**config.mk**
```make
export PLATFORM = sky130hd
export DESIGN_NAME = sdram_wap_tracker
export DESIGN_NICKNAME = d
export VERILOG_FILES = /design/src/rtl/sdram_wap_pkg.sv /design/src/rtl/sdram_wap_ctrl.sv /design/src/rtl/sdram_wap_timers.sv /design/src/rtl/sdram_wap_tracker.sv
export SDC_FILE = /design/constraint.sdc
export NUM_CORES = 1
export LEC_CHECK = 0
export BUFFER_PORTS_ARGS = -buffer_cell sky130_fd_sc_hd__buf_2
export CAP_MARGIN = 30
export CELL_PAD_IN_SITES_DETAIL_PLACEMENT = 1
export CELL_PAD_IN_SITES_GLOBAL_PLACEMENT = 1
export CORE_ASPECT_RATIO = 0.5
export CORE_MARGIN = 5
export CORE_UTILIZATION = 40
export DETAILED_ROUTE_END_ITERATION = 10
export GPL_TIMING_DRIVEN = 0
export PLACE_DENSITY_LB_ADDON = 0.1
export SLEW_MARGIN = 20
export SYNTH_ARGS = -nofsm -noshare
export SYNTH_HDL_FRONTEND = slang
export SYNTH_HIERARCHICAL = 1
export SYNTH_SLANG_ARGS = --single-unit
```
**constraint.sdc**
```tcl
create_clock -name clk -period 3.6 [get_ports clk]
set_input_delay 0.18 -clock clk [delete_from_list [all_inputs] [get_ports clk]]
set_output_delay 0.18 -clock clk [all_outputs]
set_load 0.03 [all_outputs]
```
**src/rtl/sdram_wap_pkg.sv**
```systemverilog
package sdram_wap_pkg;

  parameter int NUM_BANKS = 4;
  localparam int BANK_W = $clog2(NUM_BANKS);
  parameter int MAX_BURST = 4;
  localparam int BEAT_W = $clog2(MAX_BURST);

  typedef enum logic [1:0] {
    CMD_NOP = 2'b00,
    CMD_ACT = 2'b01,
    CMD_RD  = 2'b10,
    CMD_WR  = 2'b11
  } cmd_e;

  // strobes from control to the timer datapath
  typedef struct packed {
    logic              load;      // arm a bank countdown this edge
    logic [BANK_W-1:0] bank;      // which bank
    logic              shortLoad; // burst ended by interrupt: last beat was one cycle ago
  } tmrStrobe_t;

endpackage

```
**src/rtl/sdram_wap_ctrl.sv**
```systemverilog
module sdram_wap_ctrl
  import sdram_wap_pkg::*;
(
  input  logic                 clk,
  input  logic                 rstN,
  input  logic [1:0]           cmd,
  input  logic [BANK_W-1:0]    cmdBank,
  input  logic                 cmdA10,
  input  logic                 cfgBurst4,
  input  logic [NUM_BANKS-1:0] cntBusy,
  output tmrStrobe_t           strobe,
  output logic                 wrDataValid,
  output logic [BEAT_W-1:0]    wrBeatIdx,
  output logic [BANK_W-1:0]    wrBank,
  output logic [NUM_BANKS-1:0] bankBusy,
  output logic                 cmdError
);

  cmd_e cmdE;
  logic actQ;
  logic apQ;
  logic [BANK_W-1:0] bankQ;
  logic [BEAT_W-1:0] beatQ;
  logic [BEAT_W-1:0] lastQ;

  logic [NUM_BANKS-1:0] apMask;
  logic cmdHit, cmdOk, wrStart, cutNow, contBeat, lastBeat;

  assign cmdE = cmd_e'(cmd);

  always_comb begin
    apMask = '0;
    if (actQ && apQ) apMask[bankQ] = 1'b1;
  end

  assign bankBusy = apMask | cntBusy;

  assign cmdHit   = (cmdE != CMD_NOP);
  assign cmdError = cmdHit && bankBusy[cmdBank];
  assign cmdOk    = cmdHit && !cmdError;
  assign wrStart  = cmdOk && (cmdE == CMD_WR);
  assign cutNow   = actQ && cmdOk && ((cmdE == CMD_WR) || (cmdE == CMD_RD));
  assign contBeat = actQ && !cutNow;
  assign lastBeat = contBeat && (beatQ == lastQ);

  assign wrDataValid = wrStart || contBeat;
  assign wrBeatIdx   = wrStart ? '0 : beatQ;
  assign wrBank      = wrStart ? cmdBank : bankQ;

  always_comb begin
    strobe.load      = actQ && apQ && (cutNow || lastBeat);
    strobe.bank      = bankQ;
    strobe.shortLoad = cutNow;
  end

  always_ff @(posedge clk) begin
    if (!rstN) begin
      actQ  <= 1'b0;
      apQ   <= 1'b0;
      bankQ <= '0;
      beatQ <= '0;
      lastQ <= '0;
    end else if (wrStart) begin
      actQ  <= 1'b1;
      apQ   <= cmdA10;
      bankQ <= cmdBank;
      beatQ <= BEAT_W'(1);
      lastQ <= cfgBurst4 ? BEAT_W'(MAX_BURST - 1) : BEAT_W'(1);
    end else if (cutNow || lastBeat) begin
      actQ <= 1'b0;
      apQ  <= 1'b0;
    end else if (contBeat) begin
      beatQ <= beatQ + BEAT_W'(1);
    end
  end

endmodule

```
**src/rtl/sdram_wap_timers.sv**
```systemverilog
module sdram_wap_timers
  import sdram_wap_pkg::*;
#(
  parameter int DAL_W = 6
) (
  input  logic                 clk,
  input  logic                 rstN,
  input  tmrStrobe_t           strobe,
  input  logic [DAL_W-1:0]     cfgDal,
  output logic [NUM_BANKS-1:0] cntBusy
);

  logic [DAL_W-1:0] loadVal;

  // an interrupted burst had its last beat one cycle before the load edge
  assign loadVal = (strobe.shortLoad && (cfgDal != '0)) ? (cfgDal - DAL_W'(1)) : cfgDal;

  for (genvar b = 0; b < NUM_BANKS; b++) begin : g_bank
    logic [DAL_W-1:0] cntQ;

    always_ff @(posedge clk) begin
      if (!rstN) begin
        cntQ <= '0;
      end else if (strobe.load && (strobe.bank == BANK_W'(b))) begin
        cntQ <= loadVal;
      end else if (cntQ != '0) begin
        cntQ <= cntQ - DAL_W'(1);
      end
    end

    assign cntBusy[b] = (cntQ != '0);
  end

endmodule

```
**src/rtl/sdram_wap_tracker.sv**
```systemverilog
module sdram_wap_tracker
  import sdram_wap_pkg::*;
#(
  parameter int DAL_W = 6
) (
  input  logic                 clk,
  input  logic                 rstN,
  input  logic [1:0]           cmd,
  input  logic [BANK_W-1:0]    cmdBank,
  input  logic                 cmdA10,
  input  logic                 cfgBurst4,
  input  logic                 cfgCasLat3,
  input  logic [DAL_W-1:0]     cfgDal,
  output logic                 wrDataValid,
  output logic [BEAT_W-1:0]    wrBeatIdx,
  output logic [BANK_W-1:0]    wrBank,
  output logic [NUM_BANKS-1:0] bankBusy,
  output logic                 cmdError
);

  tmrStrobe_t strobe;
  logic [NUM_BANKS-1:0] cntBusy;
  logic unusedCasLat;

  // write data follows the command edge regardless of CAS latency
  assign unusedCasLat = cfgCasLat3;

  sdram_wap_ctrl u_ctrl (
    .clk        (clk),
    .rstN       (rstN),
    .cmd        (cmd),
    .cmdBank    (cmdBank),
    .cmdA10     (cmdA10),
    .cfgBurst4  (cfgBurst4),
    .cntBusy    (cntBusy),
    .strobe     (strobe),
    .wrDataValid(wrDataValid),
    .wrBeatIdx  (wrBeatIdx),
    .wrBank     (wrBank),
    .bankBusy   (bankBusy),
    .cmdError   (cmdError)
  );

  sdram_wap_timers #(.DAL_W(DAL_W)) u_timers (
    .clk    (clk),
    .rstN   (rstN),
    .strobe (strobe),
    .cfgDal (cfgDal),
    .cntBusy(cntBusy)
  );

endmodule

```
* After elaboration in Yosys (flattened, before gate mapping) *
Cells that the tools add are included.

storage, ports and cells
  register bits = 32
  input bits = 15
  logic and storage cells = 88

operators by class
  mux-type cells = 23
  $lt $le $gt $ge = 3
  $add $sub $neg = 6
  equality and inequality tests = 7
  bitwise operators = 3
  reductions and logical operators = 36

operators with widths
  cell                                                                                 number
  6-bit two-way mux                                                                    9
  6-bit nonzero test                                                                   5
  6-bit by 1-bit subtractor with 6-bit output, second input constant                   5
  1-bit logical AND                                                                    15
  2-bit nonzero test                                                                   7
  2-bit == test, second input constant                                                 4
  1-bit two-way mux                                                                    8
  2-bit by 3-bit < comparator with 1-bit output, second input constant                 2
  2-bit two-way mux                                                                    3
  4-bit two-way mux                                                                    1
  4-bit OR                                                                             1
  2-bit AND reduction                                                                  2
  1-bit logical OR                                                                     3
  2-bit by 1-bit adder with 2-bit output, second input constant                        1
  1-bit binary-select mux with 2-bit select                                            1
  1-bit demux with 2-bit select                                                        1
  2-bit by 1-bit == test with 1-bit output, second input constant                      1
  2-bit == test                                                                        1
  2-bit by 1-bit greater-or-equal comparator with 1-bit output, second input constant  1
  1-bit logical NOT                                                                    2
  2-bit logical NOT                                                                    1
  2-bit by 1-bit != test with 1-bit output, second input constant                      1
  1-bit NOT                                                                            2
  2-bit OR reduction                                                                   1

* Depth between registers and ports, before layout *
Gate-level depths: netlist of the first run.

  word-level depth = 20
  gate-level depth with buffers = 12

* By module *
Netlist of the first run, hierarchy kept.

by module, submodules not included
  module            cells an instance  area each (µm²)  seq. area each (µm²)  instances
  sdram_wap_timers  176                1525.2           480.5                 1
  sdram_wap_ctrl    64                 543.0            160.2                 1

* Worst setup path before layout of the first run *
Ideal clock, no wire load.

  path type = register to register
  start point = register u_timers.g_bank[0].cntQ[2]
  end point = register u_timers.g_bank[3].cntQ[3]
  setup slack = 0.817 ns
  data required time = 3.520 ns
  path buffers = 1
  library setup time = 0.080 ns
  data arrival time = 2.704 ns
  cell stages (with the launch flop) = 12
  path through = dfxtp_1 -> nor4_1 -> nand2_1 -> mux2_4 -> a211o_1 -> a21boi_0 -> and2_1 -> buf_4 -> or4b_4 -> nor3_2 -> a21oi_2 -> a211oi_2

on the way
  cells in the longest elaborated chain, start to end = 16
  elaborated cells on any way between the ends = 19
  classes of those cells = mux: 4; bitwise: 1; reduce/logical: 14

ends and longest elaborated chain
  item                                                     line                     RTL
  start, declared                                          sdram_wap_timers.sv:19   logic [DAL_W-1:0] cntQ;
  start signal, assigned                                   sdram_wap_timers.sv:25   cntQ <= loadVal;
  start signal, assigned                                   sdram_wap_timers.sv:27   cntQ <= cntQ - DAL_W'(1);
  6-bit nonzero test (*)                                   sdram_wap_timers.sv:31   assign cntBusy[b] = (cntQ != '0);
  via cntBusy[0]                                           sdram_wap_tracker.sv:22  logic [NUM_BANKS-1:0] cntBusy;
  4-bit OR (*)                                             sdram_wap_ctrl.sv:36     assign bankBusy = apMask | cntBusy;
  1-bit binary-select mux with 2-bit select (*)            sdram_wap_ctrl.sv:39     assign cmdError = cmdHit && bankBusy[cmdBank];
  1-bit two-way mux (implied by the code) (*)              sdram_wap_ctrl.sv:39
  1-bit logical AND (*)                                    sdram_wap_ctrl.sv:39
  1-bit logical NOT (*)                                    sdram_wap_ctrl.sv:40     assign cmdOk = cmdHit && !cmdError;
  1-bit logical AND (*)                                    sdram_wap_ctrl.sv:40
  1-bit logical AND (*) (2 in series)                      sdram_wap_ctrl.sv:42     assign cutNow = actQ && cmdOk && ((cmdE == CMD_WR) || (cmdE == CMD_RD));
  via u_ctrl.cutNow                                        sdram_wap_ctrl.sv:27     logic cmdHit, cmdOk, wrStart, cutNow, contBeat, lastBeat;
  1-bit logical NOT                                        sdram_wap_ctrl.sv:43     assign contBeat = actQ && !cutNow;
  1-bit logical AND                                        sdram_wap_ctrl.sv:43
  1-bit logical AND                                        sdram_wap_ctrl.sv:44     assign lastBeat = contBeat && (beatQ == lastQ);
  1-bit logical OR                                         sdram_wap_ctrl.sv:51     strobe.load = actQ && apQ && (cutNow || lastBeat);
  1-bit logical AND                                        sdram_wap_ctrl.sv:51
  1-bit logical AND                                        sdram_wap_timers.sv:24   end else if (strobe.load && (strobe.bank == BANK_W'(b))) begin
  6-bit two-way mux or 2-bit nonzero test (tied branches)  n/a
  end signal, assigned                                     sdram_wap_timers.sv:25
  end signal, assigned                                     sdram_wap_timers.sv:27
  end, declared                                            sdram_wap_timers.sv:19

The timed path passes the listed nets; every way through them passes the cells marked *. The select of a mux whose other input is x is not followed.
A chain may end at the register's enable or synchronous reset.

* Worst setup path in the final report of the first run *
  start point = register u_timers.g_bank[1].cntQ[2]
  end point = register u_timers.g_bank[2].cntQ[3]

on the way
  cells in the longest elaborated chain, start to end = 16
  elaborated cells on any way between the ends = 19
  classes of those cells = mux: 4; bitwise: 1; reduce/logical: 14

ends and longest elaborated chain
  item                                                     line
  start, declared                                          sdram_wap_timers.sv:19
  start signal, assigned                                   sdram_wap_timers.sv:25
  start signal, assigned                                   sdram_wap_timers.sv:27
  6-bit nonzero test (*)                                   sdram_wap_timers.sv:31
  via cntBusy[1]                                           sdram_wap_tracker.sv:22
  4-bit OR (*)                                             sdram_wap_ctrl.sv:36
  1-bit binary-select mux with 2-bit select (*)            sdram_wap_ctrl.sv:39
  1-bit two-way mux (implied by the code) (*)              sdram_wap_ctrl.sv:39
  1-bit logical AND (*)                                    sdram_wap_ctrl.sv:39
  1-bit logical NOT (*)                                    sdram_wap_ctrl.sv:40
  1-bit logical AND (*)                                    sdram_wap_ctrl.sv:40
  1-bit logical AND (*) (2 in series)                      sdram_wap_ctrl.sv:42
  via u_ctrl.cutNow                                        sdram_wap_ctrl.sv:27
  1-bit logical NOT                                        sdram_wap_ctrl.sv:43
  1-bit logical AND                                        sdram_wap_ctrl.sv:43
  1-bit logical AND                                        sdram_wap_ctrl.sv:44
  1-bit logical OR                                         sdram_wap_ctrl.sv:51
  1-bit logical AND                                        sdram_wap_ctrl.sv:51
  1-bit logical AND                                        sdram_wap_timers.sv:24
  6-bit two-way mux or 2-bit nonzero test (tied branches)  n/a
  end signal, assigned                                     sdram_wap_timers.sv:25
  end signal, assigned                                     sdram_wap_timers.sv:27
  end, declared                                            sdram_wap_timers.sv:19

Marks and branches as above.

==> impl_summary.md, run 1 <==
Outcome
The flow ran to the end, and the final reports show no timing, DRC or antenna violations.

Route
The first TritonRoute pass finished after 4 iterations. The wire length after detailed routing is 5420 µm. The via count normalized by instance count is 5.44. For this block, the via count after detailed routing is 1851. The DRC violation count after routing is 0.

Dividing the detail-routed wire length by the instance count gives 16.0 µm. The detail route stage leaves a number of antenna-violating nets equal to 0. The initial detailed-routing violation count is 30.

Power and ir drop
IR analysis of the VDD net gives a maximum drop of 0.352 mV. Of the total power, the clock network draws 0.136. For this design the total switching power over the nets is 0.000868 W. The switching share of power is 0.441.

Of the total power, registers draw 0.302. The part of the power in combinational logic is 0.561. The power density relative to cell area is 832 nW/µm². The cell leakage power is 0.969 nW.

Summing internal, switching and leakage power gives between 0.0015 and 0.002 W. The internal power of the cells totals ~0.0011 W.

Yosys
The commonest register cell after synthesis is sky130_fd_sc_hd__dfxtp_1. The average instance in the mapped netlist occupies around 8.6 µm². The Yosys step of the flow raised 6 warnings. The flip-flop and latch count after synthesis is 32. The number of distinct library cells after synthesis is 54.

The net count after synthesis is ~270. The mapped netlist covers roughly 2100 µm². Of all flip-flops after synthesis, the portion carrying an async set or reset was 0. The share of synthesized area occupied by flip-flops and latches is 0.310. In this run, synthesis inferred 0 flip-flops with an integrated enable. The synthesized instance count is 240.

Die
For this configuration, the core starts out at a cell density of 0.417. The floorplan step set the die width to 112 µm. In this run the count of I/O pins placed on the die edge is 25. The row count is 18. The floorplan step defined a die boundary enclosing 6800 µm². Measured along the y axis, the die boundary spans 60.8 µm.

The core region is 4950 µm².

Cells and area
After filler insertion, the fill cell instance count of the layout stands at 619. The register area is 641 µm². The final layout contains about 300 nets.

The area added between synthesis and finish is 14.2%. The antenna cell count is 0. The multi-input combinational cell area is 1340 µm². The fraction of layout cells with a size suffix above 1 is 0.204. After routing the design area is 2360 µm².

Timing
The number of slew-limit violations in the final report is 0. The number of failing setup endpoints in the final timing report is 0. The count of final hold-check violations is 0. The final worst hold slack is between 0.1 and 0.15 ns. For the final routed database, the setup TNS stands at 0 ns.

The maximum achievable frequency is 0.299 GHz. The minimum period implied by the final worst setup slack is 3.34 ns. In the finished design, the share of the clock period the worst path needs comes to 0.929. In this run the tightest slew margin relative to its limit is 0.561. Across the routed clock network, the largest skew measured is 0.00484 ns. The actual slew at the worst max-slew pin is 0.652 ns.

Placed design
The wire-length estimate of the detail-placed layout is 4130 µm. Routability-driven placement finished with a final weighted congestion of 0.804. The placed instances occupy a cell area of 2270 µm².

Input and output buffers added on the ports amount to 22.

Worst setup path
The most critical setup path has its startpoint at u_timers/g_bank[1].cntQ[2]. The endpoint identified for the worst register-to-register timing path is u_timers/g_bank[2].cntQ[3]. The data arrival time of the worst path is 3.49 ns. The launch instance of the worst register-to-register path is u_timers/g_bank[1].cntQ[2]. At the worst endpoint, the required time is 3.75 ns. Of all nets on the critical path, the largest fanout is 7.

The minimum setup slack among reg-to-reg paths is ~0.26 ns. STA classifies the critical path startpoint as a register. Counting cells, the worst reg-to-reg path comes to 10.

The critical path in this run is classified as register to register. STA classifies the critical path endpoint as a register.

CTS
The clock-pin slew on the worst setup and hold paths is 0.07 ns. The clock insertion delay at the later pin of the skew report is 0.28 ns. The TritonCTS clock tree is done.

The number of hold buffers added after CTS was 0. The number of clock sinks is 32. CTS built an H-tree with a depth of 2.

In this run the deepest clock path goes through 2 buffers. In this run the clock root is driven by a sky130_fd_sc_hd__clkbuf_8. The CTS buffer count is 5.

Min path
The startpoint identified for the worst hold timing path is cmdA10. The class of the most critical hold timing path is primary input to register. The endpoint with the worst hold slack is u_ctrl/apQ. The number of cells on the worst hold path is 3.

Global route
The number of global-route vias before repair came to roughly 1900. The total overflow left after global routing is 0. The largest net degree at the start of global routing is 14. The first global-routing pass estimated 9160 µm of wire. The number of antenna violations at the first check in global routing is 0. Across every metal layer, demand over resource in global routing totals 0.170.

Run
Across the run, the number of max-cap violations was 0.
-- cells in the final DEF, fill, tap and decap left out, types with 8 or more instances in the layout --
master,Yosys,routed
sky130_fd_sc_hd__nand2_1,19,19
sky130_fd_sc_hd__o22ai_1,8,8
sky130_fd_sc_hd__buf_2,1,23
sky130_fd_sc_hd__inv_1,15,15
sky130_fd_sc_hd__nor2_1,18,17
sky130_fd_sc_hd__xor2_1,11,11
sky130_fd_sc_hd__nor3_1,11,11
sky130_fd_sc_hd__xnor2_1,14,14
sky130_fd_sc_hd__ha_1,10,10
sky130_fd_sc_hd__a211oi_1,15,15
sky130_fd_sc_hd__dfxtp_1,32,32
-- cell type report --
type / instances / share of cell area
tap: 70 / 0.0371
buffer: 8 / 0.0185
clock buffer: 6 / 0.0307
multi-input combinational: 185 / 0.567
inverter: 15 / 0.0238
clock inverter: 1 / 0.00212
timing repair buffer: 23 / 0.0498
sequential: 32 / 0.271
-- how the worst max path moves through the flow --
stage          slack (ns)                         end
5_1_grt            -0.002  u_timers/g_bank[1].cntQ[4]
4_1_cts              0.06  u_timers/g_bank[2].cntQ[5]
2_1_floorplan        0.82  u_timers/g_bank[3].cntQ[3]
6_report             0.26  u_timers/g_bank[2].cntQ[3]
3_5_place_dp        -0.09  u_timers/g_bank[0].cntQ[5]
3_3_place_gp         0.04  u_timers/g_bank[0].cntQ[5]
-- what timing repair did --
action	CTS	global route
gates resized for setup	1	3
setup endpoints to repair	4	22
buffers inserted	0	1
pin swaps	0	1
-- cell families after synthesis --
group / Yosys count / synth area share
compound gates: 57 / 0.203
xor+xnor: 25 / 0.106
fa+ha+maj: 10 / 0.0605
buf+inv: 23 / 0.0484
flops: 32 / 0.310
mux: 9 / 0.0508
simple gates: 84 / 0.222
-- cell usage after synthesis (3+ instances only) --
| library cell | n | area share |
|---|---|---|
| sky130_fd_sc_hd__nand3b_1 | 4 | 0.015 |
| sky130_fd_sc_hd__mux2i_1 | 3 | 0.015 |
| sky130_fd_sc_hd__and2_1 | 3 | 0.0091 |
| sky130_fd_sc_hd__a21boi_0 | 3 | 0.011 |
| sky130_fd_sc_hd__inv_1 | 15 | 0.027 |
| sky130_fd_sc_hd__ha_1 | 10 | 0.060 |
| sky130_fd_sc_hd__xnor2_1 | 14 | 0.059 |
| sky130_fd_sc_hd__nand3_1 | 7 | 0.017 |
| sky130_fd_sc_hd__a211oi_1 | 15 | 0.054 |
| sky130_fd_sc_hd__a21o_1 | 3 | 0.011 |
| sky130_fd_sc_hd__mux2_2 | 4 | 0.022 |
| sky130_fd_sc_hd__o21ai_0 | 7 | 0.017 |
| sky130_fd_sc_hd__nand2_1 | 19 | 0.034 |
| sky130_fd_sc_hd__o22ai_1 | 8 | 0.024 |
| sky130_fd_sc_hd__clkbuf_1 | 3 | 0.0054 |
| sky130_fd_sc_hd__nor2_1 | 18 | 0.033 |
| sky130_fd_sc_hd__nor3b_1 | 6 | 0.022 |
| sky130_fd_sc_hd__a21oi_1 | 4 | 0.0097 |
| sky130_fd_sc_hd__xor2_1 | 11 | 0.047 |
| sky130_fd_sc_hd__dfxtp_1 | 32 | 0.31 |
| sky130_fd_sc_hd__nor3_1 | 11 | 0.027 |
-- worst max-delay path, stage by stage (launching register included) --
cell and delay, ns:
sky130_fd_sc_hd__dfxtp_1 0.34, sky130_fd_sc_hd__nor3_1 0.29, sky130_fd_sc_hd__nand3b_1 0.32, sky130_fd_sc_hd__mux2_4 0.37, sky130_fd_sc_hd__a211o_1 0.32, sky130_fd_sc_hd__a21boi_1 0.27, sky130_fd_sc_hd__and2_1 0.18, sky130_fd_sc_hd__buf_4 0.14
sky130_fd_sc_hd__or4b_4 0.48, sky130_fd_sc_hd__a21oi_2 0.36, sky130_fd_sc_hd__a211oi_1 0.13
-- stage by stage --
stage	cells	worst slack (ns)	utilization
2_1_floorplan	240	0.817	-
3_3_place_gp	332	0.0363	0.457
3_5_place_dp	332	-0.0864	0.457
4_1_cts	339	0.0583	0.474
5_1_grt	340	-0.00228	0.477
6_report	340	0.256	0.477
-- power by group through the flow --
| stage | Clock (W) | Sequential, W | Combinational, W |
|---|---|---|---|
| floorplan | 0 | 0.000572 | 0.000872 |
| global placement | 0 | 0.000593 | 0.00106 |
| CTS | 0.000273 | 0.000595 | 0.00111 |
| detailed placement | 0 | 0.000600 | 0.00110 |
| global route | 0.000294 | 0.000613 | 0.00123 |
| finish | 0.000268 | 0.000595 | 0.00110 |
-- state kept, by name (all words and copies together) (netlist names) --
register	cells
u_ctrl/apQ	1
u_ctrl/lastQ	2
u_ctrl/bankQ	2
u_ctrl/beatQ	2
u_timers/g_bank.cntQ	24
u_ctrl/actQ	1
-- metal layers --
metal  GRT usage  wire length, µm
met5           0                0
met4      0.0451               55
met3      0.0468              212
met2       0.292             2390
met1       0.217             2760
Power figures use the tool's default switching activity.
==> run 2: changes to the inputs <==
--- a/config.mk
+++ b/config.mk
@@ -5,7 +5,7 @@
 export SDC_FILE = /design/constraint.sdc
 export NUM_CORES = 1
 export LEC_CHECK = 0
-export BUFFER_PORTS_ARGS = -buffer_cell sky130_fd_sc_hd__buf_2
+export BUFFER_PORTS_ARGS = -buffer_cell sky130_fd_sc_hd__clkbuf_2
 export CAP_MARGIN = 30
 export CELL_PAD_IN_SITES_DETAIL_PLACEMENT = 1
 export CELL_PAD_IN_SITES_GLOBAL_PLACEMENT = 1
==> run 2 against run 1 <==
  * Combinational power is 5% higher
  * Clock-buffer cell count is the same
  * Sequential power barely moved
  * Die area unchanged
  * Non-clock buffer count increased by 3
  * Total power is 6.6% higher
  * Clock power up 31%
  * First-iteration DRC count rose by 57%
  * Routed wire length rose by 1.5%
  * Register-to-register slack is essentially flat
  * Setup slack improved by 0.011 ns
  * Critical path type unchanged
  * Largest power group unchanged
==> impl_summary.md, run 2 (synthesis gave the netlist of run 1 again) <==
Global route
The number of antenna violations at the first check in global routing is 0 (unchanged). The total congestion overflow after global routing is 0 (unchanged). The number of global-route vias before repair was 1918 (was 1895). The met1 usage in global routing is 0.221 (was 0.217). The global-route met3 utilization was 0.0418 (was 0.0468). The met2 usage in global routing is 0.306 (was 0.292). The aggregate global-route resource usage came to 0.175 (was 0.170). The layer with the highest usage after global routing is met2 (unchanged). The first-pass GRT wire length is 9440 µm (was 9160 µm). The largest net degree at the start of global routing is 14 (unchanged).

Timing
The maximum achievable frequency came to 0.300 GHz (was 0.299 GHz). The number of failing setup endpoints in the final timing report is 0 (unchanged). The minimum period implied by the final worst setup slack is 3.33 ns (was 3.34 ns). The portion of the clock cycle consumed by the worst path in the final layout is 0.926 (was 0.929). The actual slew at the worst max-slew pin is 0.688 ns (was 0.652 ns).

Setup repair after global routing left no endpoint under its margin. The count of final hold-check violations is 0 (unchanged). The worst setup slack after layout was 0.267 ns (was 0.256 ns). The relative slew slack is 0.536 (was 0.561). The post-route clock skew is 0.00672 ns (was 0.00484 ns).

The number of slew-limit violations in the final report is 0 (unchanged).

Worst setup path
The startpoint kind of the worst setup timing path is a register (unchanged). The number of buffer and inverter stages on the critical path came to 1 (unchanged). The data arrival time of the worst path is 3.53 ns (was 3.49 ns).

The family with the most delay on the worst path is simple AND/OR/NAND/NOR gates (unchanged). The critical path capture point type is a register (unchanged). The worst setup path category was register to register (unchanged). The cell with the biggest individual delay on the critical path is sky130_fd_sc_hd__mux2_4 (was sky130_fd_sc_hd__or4b_4). Critical Path, Cell by Cell: nor3_1 -> nand3b_1 -> mux2_4 -> a211o_1 -> a21boi_1 -> and2_1 -> buf_4 -> nor4b_1 -> and4bb_2 -> nor3_1 -> a211oi_1 (was nor3_1 -> nand3b_1 -> mux2_4 -> a211o_1 -> a21boi_1 -> and2_1 -> buf_4 -> or4b_4 -> a21oi_2 -> a211oi_1). The peak per-stage delay on the critical path is 0.37 ns (was 0.48 ns). The critical-path maximum fanout is 7 (unchanged). The critical path data required time is 3.80 ns (was 3.75 ns).

The most common cell type on the critical path is sky130_fd_sc_hd__nor3_1.

Route
The DRC violation count after routing is 0 (unchanged). The wire length after detailed routing came to 5510 µm (was 5420 µm). The number of iterations in the first detailed-routing pass is 4 (unchanged). The average wire per cell in the routed design is 16.0 µm (about the same). The via count normalized by instance count is 5.42 (was 5.44). The initial detailed-routing violation count is 47 (was 30). The number of vias in the routed layout is 1865 (was 1851). The number of nets still failing antenna checks after routing is 0 (unchanged).

Placed design
The port buffer count is 22 (unchanged). The setup slack after placement came to -0.0869 ns (was -0.0864 ns). The sum of net half-perimeters after detailed placement is 4180 µm (was 4130 µm).

The total placed cells including tap cells is 332 (unchanged). The weighted congestion reported at the end of routability-driven placement is 0.789 (was 0.804).

Die
The overall die height is 60.8 µm (unchanged). The row count is 18 (unchanged). The area enclosed by the die boundary is 6800 µm² (unchanged). The I/O pin count came to 25 (unchanged). The initial core utilization came to 0.417 (unchanged). The placeable core region is 4950 µm² (unchanged). The horizontal extent of the die is 112 µm (unchanged).

Power and ir drop
The cell leakage power is 1.00 nW (was 0.969 nW). The power density relative to cell area was 866 nW/µm² (was 832 nW/µm²). The total power consumption of the routed design came to 0.00210 W (was 0.00197 W).

The worst IR drop on VDD is 0.340 mV (was 0.352 mV).

CTS
The number of clock sinks is 32 (unchanged). The CTS buffer count is 5 (unchanged). The cell at the root of the clock tree was sky130_fd_sc_hd__clkbuf_8 (unchanged).

The clock insertion delay at the later pin of the skew report is 0.29 ns (was 0.28 ns). The number of H-tree levels is 2 (unchanged). The largest buffer count on any clock path is 2 (unchanged). The clock-pin slew on the worst setup and hold paths is 0.08 ns (was 0.07 ns). The TritonCTS clock tree was done (unchanged).

Cells and area
The fill cell instance count of the final layout came to 598 (was 619). The number of nets in the finished design is 298 (was 295). The fraction of layout cells with a size suffix above 1 is 0.219 (was 0.204). The multi-input combinational cell area was 1340 µm² (about the same). Highest-count cells in the layout ignoring fill and taps: 32 x sky130_fd_sc_hd__dfxtp_1, 23 x sky130_fd_sc_hd__clkbuf_2, 19 x sky130_fd_sc_hd__nand2_1 (was 32 x sky130_fd_sc_hd__dfxtp_1, 23 x sky130_fd_sc_hd__buf_2, 19 x sky130_fd_sc_hd__nand2_1).

The register area is 641 µm² (unchanged). The area added between synthesis and finish is 17.0% (was 14.2%). The leading cell type in the layout, fill and taps excluded is sky130_fd_sc_hd__dfxtp_1 (unchanged). The flip-flop count of the largest register after layout came to 24 (unchanged).

The top register by number of flip-flops is u_timers/g_bank.cntQ (unchanged). The post-route non-filler standard cell count is 344 (was 340). The antenna cell count is 0 (unchanged).

Run
The reported max-cap violation count is 0 (unchanged).

Min path
The class of the most critical hold timing path was primary input to register (unchanged).

Outcome
Outcome: complete, no violations (unchanged).
-- run 2: cell count changes in the layout (fill, tap and decap cells not counted), sizes merged --
cell,delta
clkbuf,+22
buf,-19
bufinv,+1
-- run 2: report_power, final --
| part | internal, W | total (W) | switching (W) |
|---|---|---|---|
| clock network | 0.000205 | 0.000350 | 0.000144 |
| registers | 0.000485 | 0.000596 | 0.000111 |
| logic | 0.000515 | 0.00115 | 0.000635 |
| total | 0.00121 | 0.00210 | 0.000890 |
-- run 2: area by class of cell --
type / count / area share
inverter: 15 / 0.0233
buffer: 8 / 0.0181
multi-input combinational: 185 / 0.555
timing repair buffer: 26 / 0.0579
clock buffer: 6 / 0.0300
sequential: 32 / 0.265
clock inverter: 2 / 0.0145
tap: 70 / 0.0362
-- run 2: worst min-delay path, cell delays in order --
cell	delay, ns
sky130_fd_sc_hd__clkbuf_2	0.08
sky130_fd_sc_hd__nand3_1	0.07
sky130_fd_sc_hd__o31ai_1	0.06
-- run 2: layer usage --
metal  up-vias  wire length, µm
met4         0               70
met3         7              252
met5         -                0
met1       904             2700
li1        925                -
met2        29             2480
-- run 2: worst paths after layout --
check	startpoint	endpoint	slack, ns	cells after the start
max	u_timers/g_bank[1].cntQ[2]	u_timers/g_bank[2].cntQ[5]	0.27	11
min	cmdA10	u_ctrl/apQ	0.13	3
max reg2reg	u_timers/g_bank[1].cntQ[2]	u_timers/g_bank[2].cntQ[5]	0.27	11
min reg2reg	u_ctrl/apQ	u_ctrl/apQ	0.49	2
-- run 2: through the flow --
step	area [µm²]	TNS (ns)	hold slack [ns]	util
after detailed placement	2270	-0.201	0.423	0.457
after CTS	2380	0	0.125	0.480
after global routing	2420	0	0.132	0.488
after global placement	2270	0	0.422	0.457
final	2420	0	0.128	0.488
after floorplan	2070	0	0.298	-
-- run 2: what timing repair did --
item	in CTS	in global routing
gates resized for setup	1	4
setup endpoints to repair	4	21
pin swaps	0	2
hold buffers	0	0
setup buffers	0	4
